### src/rtl/dfp_pkg.sv
package dfp_pkg;
    typedef enum logic [0:0] {
        ST_IDLE    = 1'b0,
        ST_PRESENT = 1'b1
    } dfp_state_e;
endpackage

### src/rtl/dfp_ctrl_scan.sv
module dfp_ctrl_scan #(
    parameter int NUM_IN = 3
) (
    input  logic [NUM_IN-1:0] in_vals,
    input  logic [NUM_IN-1:0] in_en,
    input  logic              ctrl_val,
    input  logic              inv_flag,
    output logic [NUM_IN-1:0] ctrl_hit,
    output logic              any_ctrl,
    output logic              gate_val
);
    // Inputs holding the controlling value, restricted to enabled slots
    for (genvar j = 0; j < NUM_IN; j++) begin : g_hit
        assign ctrl_hit[j] = in_en[j] & (in_vals[j] == ctrl_val);
    end

    assign any_ctrl = |ctrl_hit;
    assign gate_val = any_ctrl ? (ctrl_val ^ inv_flag) : ~(ctrl_val ^ inv_flag);
endmodule

### src/rtl/dfp_set_merge.sv
module dfp_set_merge #(
    parameter int NUM_IN = 3,
    parameter int NFAULT = 16
) (
    input  logic [NUM_IN*NFAULT-1:0] in_lists,
    input  logic [NUM_IN-1:0]        in_en,
    input  logic [NUM_IN-1:0]        ctrl_hit,
    input  logic                     any_ctrl,
    output logic [NFAULT-1:0]        merged
);
    logic [NFAULT-1:0] union_all;
    logic [NFAULT-1:0] inter_ctrl;
    logic [NFAULT-1:0] union_rest;

    always_comb begin
        union_all  = '0;
        inter_ctrl = '1;
        union_rest = '0;
        for (int j = 0; j < NUM_IN; j++) begin
            if (in_en[j]) begin
                union_all = union_all | in_lists[j*NFAULT +: NFAULT];
                if (ctrl_hit[j]) begin
                    inter_ctrl = inter_ctrl & in_lists[j*NFAULT +: NFAULT];
                end else begin
                    union_rest = union_rest | in_lists[j*NFAULT +: NFAULT];
                end
            end
        end
    end

    assign merged = any_ctrl ? (inter_ctrl & ~union_rest) : union_all;
endmodule

### src/rtl/dfp_fault_insert.sv
module dfp_fault_insert #(
    parameter int NFAULT = 16,
    localparam int IDX_W = (NFAULT > 1) ? $clog2(NFAULT) : 1
) (
    input  logic [NFAULT-1:0] merged,
    input  logic              sa_pol,
    input  logic [IDX_W-1:0]  sa0_idx,
    input  logic [IDX_W-1:0]  sa1_idx,
    input  logic [NFAULT-1:0] drop_mask,
    output logic [NFAULT-1:0] final_list
);
    logic [IDX_W-1:0] sel_idx;
    assign sel_idx = sa_pol ? sa1_idx : sa0_idx;

    for (genvar k = 0; k < NFAULT; k++) begin : g_bit
        assign final_list[k] = (merged[k] | (sel_idx == IDX_W'(k))) & ~drop_mask[k];
    end
endmodule

### src/rtl/dfp_gate_unit.sv
module dfp_gate_unit #(
    parameter int NUM_IN = 3,
    parameter int NFAULT = 16,
    localparam int IDX_W = (NFAULT > 1) ? $clog2(NFAULT) : 1
) (
    input  logic                     clk,
    input  logic                     rst_n,
    input  logic                     in_valid,
    input  logic [NUM_IN-1:0]        in_vals,
    input  logic [NUM_IN-1:0]        in_en,
    input  logic [NUM_IN*NFAULT-1:0] in_lists,
    input  logic                     ctrl_val,
    input  logic                     inv_flag,
    input  logic [IDX_W-1:0]         sa0_idx,
    input  logic [IDX_W-1:0]         sa1_idx,
    input  logic [NFAULT-1:0]        drop_mask,
    output logic                     out_valid,
    output logic                     out_val,
    output logic [NFAULT-1:0]        out_list
);
    import dfp_pkg::*;

    logic [NUM_IN-1:0] ctrl_hit;
    logic              any_ctrl;
    logic              gate_val;
    logic [NFAULT-1:0] merged;
    logic [NFAULT-1:0] final_list;

    dfp_state_e state_q, state_d;

    dfp_ctrl_scan #(.NUM_IN(NUM_IN)) u_scan (
        .in_vals  (in_vals),
        .in_en    (in_en),
        .ctrl_val (ctrl_val),
        .inv_flag (inv_flag),
        .ctrl_hit (ctrl_hit),
        .any_ctrl (any_ctrl),
        .gate_val (gate_val)
    );

    dfp_set_merge #(.NUM_IN(NUM_IN), .NFAULT(NFAULT)) u_merge (
        .in_lists (in_lists),
        .in_en    (in_en),
        .ctrl_hit (ctrl_hit),
        .any_ctrl (any_ctrl),
        .merged   (merged)
    );

    // The fault added at the output is stuck at the opposite of the good value
    dfp_fault_insert #(.NFAULT(NFAULT)) u_insert (
        .merged     (merged),
        .sa_pol     (~gate_val),
        .sa0_idx    (sa0_idx),
        .sa1_idx    (sa1_idx),
        .drop_mask  (drop_mask),
        .final_list (final_list)
    );

    // Next-state selection: ACCEPT, CHAIN, RETIRE
    always_comb begin
        state_d = state_q;
        unique case (state_q)
            ST_IDLE:    if (in_valid)  state_d = ST_PRESENT;
            ST_PRESENT: if (!in_valid) state_d = ST_IDLE;
            default:    state_d = ST_IDLE;
        endcase
    end

    // State register
    always_ff @(posedge clk) begin
        if (!rst_n) state_q <= ST_IDLE;
        else        state_q <= state_d;
    end

    // Result registers, loaded on every accepted request
    always_ff @(posedge clk) begin
        if (!rst_n) begin
            out_val  <= 1'b0;
            out_list <= '0;
        end else if (in_valid) begin
            out_val  <= gate_val;
            out_list <= final_list;
        end
    end

    assign out_valid = (state_q == ST_PRESENT);
endmodule

### config.mk
export PLATFORM = sky130hd
export DESIGN_NAME = dfp_gate_unit
export DESIGN_NICKNAME = d
export VERILOG_FILES = /design/src/rtl/dfp_pkg.sv /design/src/rtl/dfp_ctrl_scan.sv /design/src/rtl/dfp_set_merge.sv /design/src/rtl/dfp_fault_insert.sv /design/src/rtl/dfp_gate_unit.sv
export SDC_FILE = /design/constraint.sdc
export NUM_CORES = 1
export LEC_CHECK = 0
export BUFFER_PORTS_ARGS = -buffer_cell sky130_fd_sc_hd__buf_2
export CAP_MARGIN = 20
export CORE_AREA = 2 2 82 84
export DETAILED_ROUTE_END_ITERATION = 8
export DIE_AREA = 0 0 84 86
export PLACE_DENSITY = 0.78
export SLEW_MARGIN = 15
export SYNTH_ARGS = -nofsm -noshare
export SYNTH_HDL_FRONTEND = slang
export SYNTH_SLANG_ARGS = --single-unit
### constraint.sdc
create_clock -name clk -period 5.03 [get_ports clk]
set_input_delay 1.006 -clock clk [delete_from_list [all_inputs] [get_ports clk]]
set_output_delay 1.006 -clock clk [all_outputs]
set_load 0.02 [all_outputs]
==> flow_summary.json <==
{
  "synth_seq_cells": 18,
  "cp_max_fo": 35,
  "drt_iter0_markers": 492,
  "grt-ovfl-total": 0,
  "crit_end": "out_list[10]$_SDFFE_PN0P_",
  "cts_resized": 0,
  "cts_setup_buffers": 0,
  "synthDistinctLibCells": 33,
  "status": "complete, no violations",
  "grt-busiest-layer": "met2",
  "p_leak_nw": 1.18,
  "drtPass1Iterations": 7,
  "vias": 3129,
  "synth_seq_area_share_pct": 14.7,
  "p_total_mw": 0.589,
  "die_w_microns": 84,
  "r2r_slack_ns": 4.01,
  "cts_inserted_buffers": 3,
  "hold_class": "reg2reg",
  "synth_edf_count": 0,
  "path_class": "in2reg",
  "fmax_mhz": 302,
  "fin_crit_sh_pct": 65.8,
  "grt_pass1_wl_microns": 13300,
  "yosys-top-cells-count": "33 x a222oi_1, 33 x xnor2_1, 27 x clkbuf_1",
  "clock_latency_ns": 0.26,
  "synth_fp_nets": 418,
  "synth-simple-area-share_pct": 19.6,
  "clkPwrFrac_pct": 21.2,
  "root_buffer": "clkbuf_8",
  "antennaDiodeCount": 0,
  "grt_max_degree": 52,
  "synth_compound_area_share_pct": 43.6,
  "ys_top_cells_by_area": "dfxtp_1 15%, a222oi_1 13%, xnor2_1 12%",
  "drtAntennaViolNets": 0,
  "switching_share_pct": 40.5,
  "fillers": 609,
  "r2r_cells": 2,
  "row_count": 29,
  "synth_xor_xnor_area_share_pct": 12.8,
  "synth_mux_area_share_pct": 0,
  "maxSlewViolCount": 0,
  "postCtsHoldBufs": 0,
  "min_period_ns": 3.31,
  "grt.met2_usage_pct": 35.9,
  "core-area_sq_um": 6280,
  "startpoint": "in_en[2]",
  "synth_area_sq_um": 2460,
  "finClkSkew_ns": 0,
  "ir_worst_vdd_uv": 89.3,
  "grt_setup_unrepaired": "false",
  "cts_tree": "done",
  "clkSinkCount": 18,
  "synth_top_family_by_area": "compound AO/OA/AOI/OAI gates",
  "hpwlAfterDp_microns": 6280,
  "drcViolationCount": 0,
  "synth_top_area_share_pct": 14.7,
  "cts_buffer_depth": 2,
  "clk_pin_slew_worst_paths_ns": 0.07,
  "end_kind": "flop",
  "syn_inst": 335,
  "r2r_start": "out_list[10]$_SDFFE_PN0P_",
  "grt_antenna_before_repair": 0,
  "synthArstFlopShare_pct": 0,
  "synth_ff_type": "dfxtp_1",
  "powerDensity_nw_per_um2": 196,
  "p_int_mw": 0.350,
  "p_comb_share_pct": 51.2,
  "drive_above_1_share_pct": 28.9,
  "pwr-share-seq_pct": 27.6,
  "worstMarginPinSlew_ns": 1.09,
  "area_growth_pct": 22.6,
  "design.die.area_sq_um": 7220,
  "pin_count": 101,
  "grt.met1_usage_pct": 31.9,
  "grt_pass1_vias": 2662,
  "synth_area_per_cell_sq_um": 7.34,
  "power_switching_mw": 0.239,
  "relSlewSlack_pct": 27.2,
  "numPortBuffers": 100,
  "cp_data_required_time_ns": 5.22,
  "yosysTopAreaCell": "dfxtp_1",
  "routed_wl_microns": 8540,
  "r2r_end": "out_list[10]$_SDFFE_PN0P_",
  "tns_ns": 0,
  "use_met3_pct": 2.41,
  "synth_warnings": 0,
  "place_congestion": 0.937,
  "avgViaCountPerCell": 6.45,
  "h-tree-depth": 1,
  "wl_per_cell_microns": 17.6,
  "die-height_microns": 86,
  "critPathLaunchType": "primary input",
  "synth_fa_ha_area_share_pct": 0,
  "finalHoldViolCount": 0,
  "cap_viol_max_count": 0,
  "setup_viol": 0,
  "grt_usage_pct": 22.4,
  "start_util_pct": 39.1,
  "worstPathArrival_ns": 3.50,
  "nets": 492
}
[cells by family after synthesis]
kind of cell / count (synthesis)
xor+xnor: 35
simple gates: 92
flops: 18
compound gates: 136
buf+inv: 54
[routing by layer]
metal  wire [microns]  up-vias
met2             3920      203
met4              133        0
met3              917       15
li1                 -     1473
met1             3560     1438
met5                0        -
[per-stage QoR]
step | std cells | worst slack [ns] | utilization (%) | hold slack, ns | cell area [sq um]
after floorplan | 335 | 2.38 | - | 0.595 | 2460
after global placement | 477 | 1.70 | 46.4 | 0.507 | 2910
after detailed placement | 477 | 1.58 | 46.4 | 0.517 | 2910
after CTS | 481 | 1.83 | 47.3 | 0.530 | 2970
after global routing | 485 | 1.58 | 48.0 | 0.609 | 3010
final | 485 | 1.72 | 48.0 | 0.525 | 3010
[how the worst min path moves through the flow]
stage	endpoint	cells past startpoint	from	slack, ns
finish	out_val$_SDFFE_PN0P_	2	out_val$_SDFFE_PN0P_	0.53
global route	out_list[6]$_SDFFE_PN0P_	2	out_list[6]$_SDFFE_PN0P_	0.61
CTS	out_val$_SDFFE_PN0P_	2	out_val$_SDFFE_PN0P_	0.53
detailed placement	out_val$_SDFFE_PN0P_	2	out_val$_SDFFE_PN0P_	0.52
global placement	out_val$_SDFFE_PN0P_	2	out_val$_SDFFE_PN0P_	0.51
floorplan	out_val$_SDFFE_PN0P_	2	out_val$_SDFFE_PN0P_	0.60
[critical path, stage by stage]
cell and delay, ns:
buf_2 0.29, nor2b_4 0.23, nor3_2 0.86, a2bb2oi_2 0.64
a222oi_1 0.24, a31oi_1 0.23
[power groups by stage]
stage / Sequential [mW] / Combinational (mW) / Clock, mW
6_report: 0.163 / 0.302 / 0.125
5_1_grt: 0.164 / 0.329 / 0.130
4_1_cts: 0.162 / 0.290 / 0.123
3_5_place_dp: 0.166 / 0.289 / 0
3_3_place_gp: 0.165 / 0.285 / 0
2_1_floorplan: 0.175 / 0.188 / 0
[final cells by class]
class / instances / area, sq um / share of cell area (%)
Multi-Input combinational cell: 263 / 1880 / 62.4
Timing Repair Buffer: 105 / 553 / 18.4
Sequential cell: 18 / 360 / 12.0
Tap cell: 77 / 96.3 / 3.20
Inverter: 18 / 67.6 / 2.24
Clock buffer: 4 / 55.1 / 1.83
[cells in the final DEF (no fill, tap or decap), types with 16 or more instances in the layout]
cell      instances
a222oi_1         33
a22oi_1          16
a31oi_1          16
buf_2           100
dfxtp_1          18
inv_1            18
nand2_1          21
nand3_1          23
o211ai_1         16
o21a_1           17
o21ai_0          16
o31ai_1          16
xnor2_1          32
[sequential cells by signal, summed over array words and instances, names as in the netlist]
register / cells
out_val: 1
out_valid: 1
out_list: 16
No activity file was read; power rests on OpenSTA's default activity.
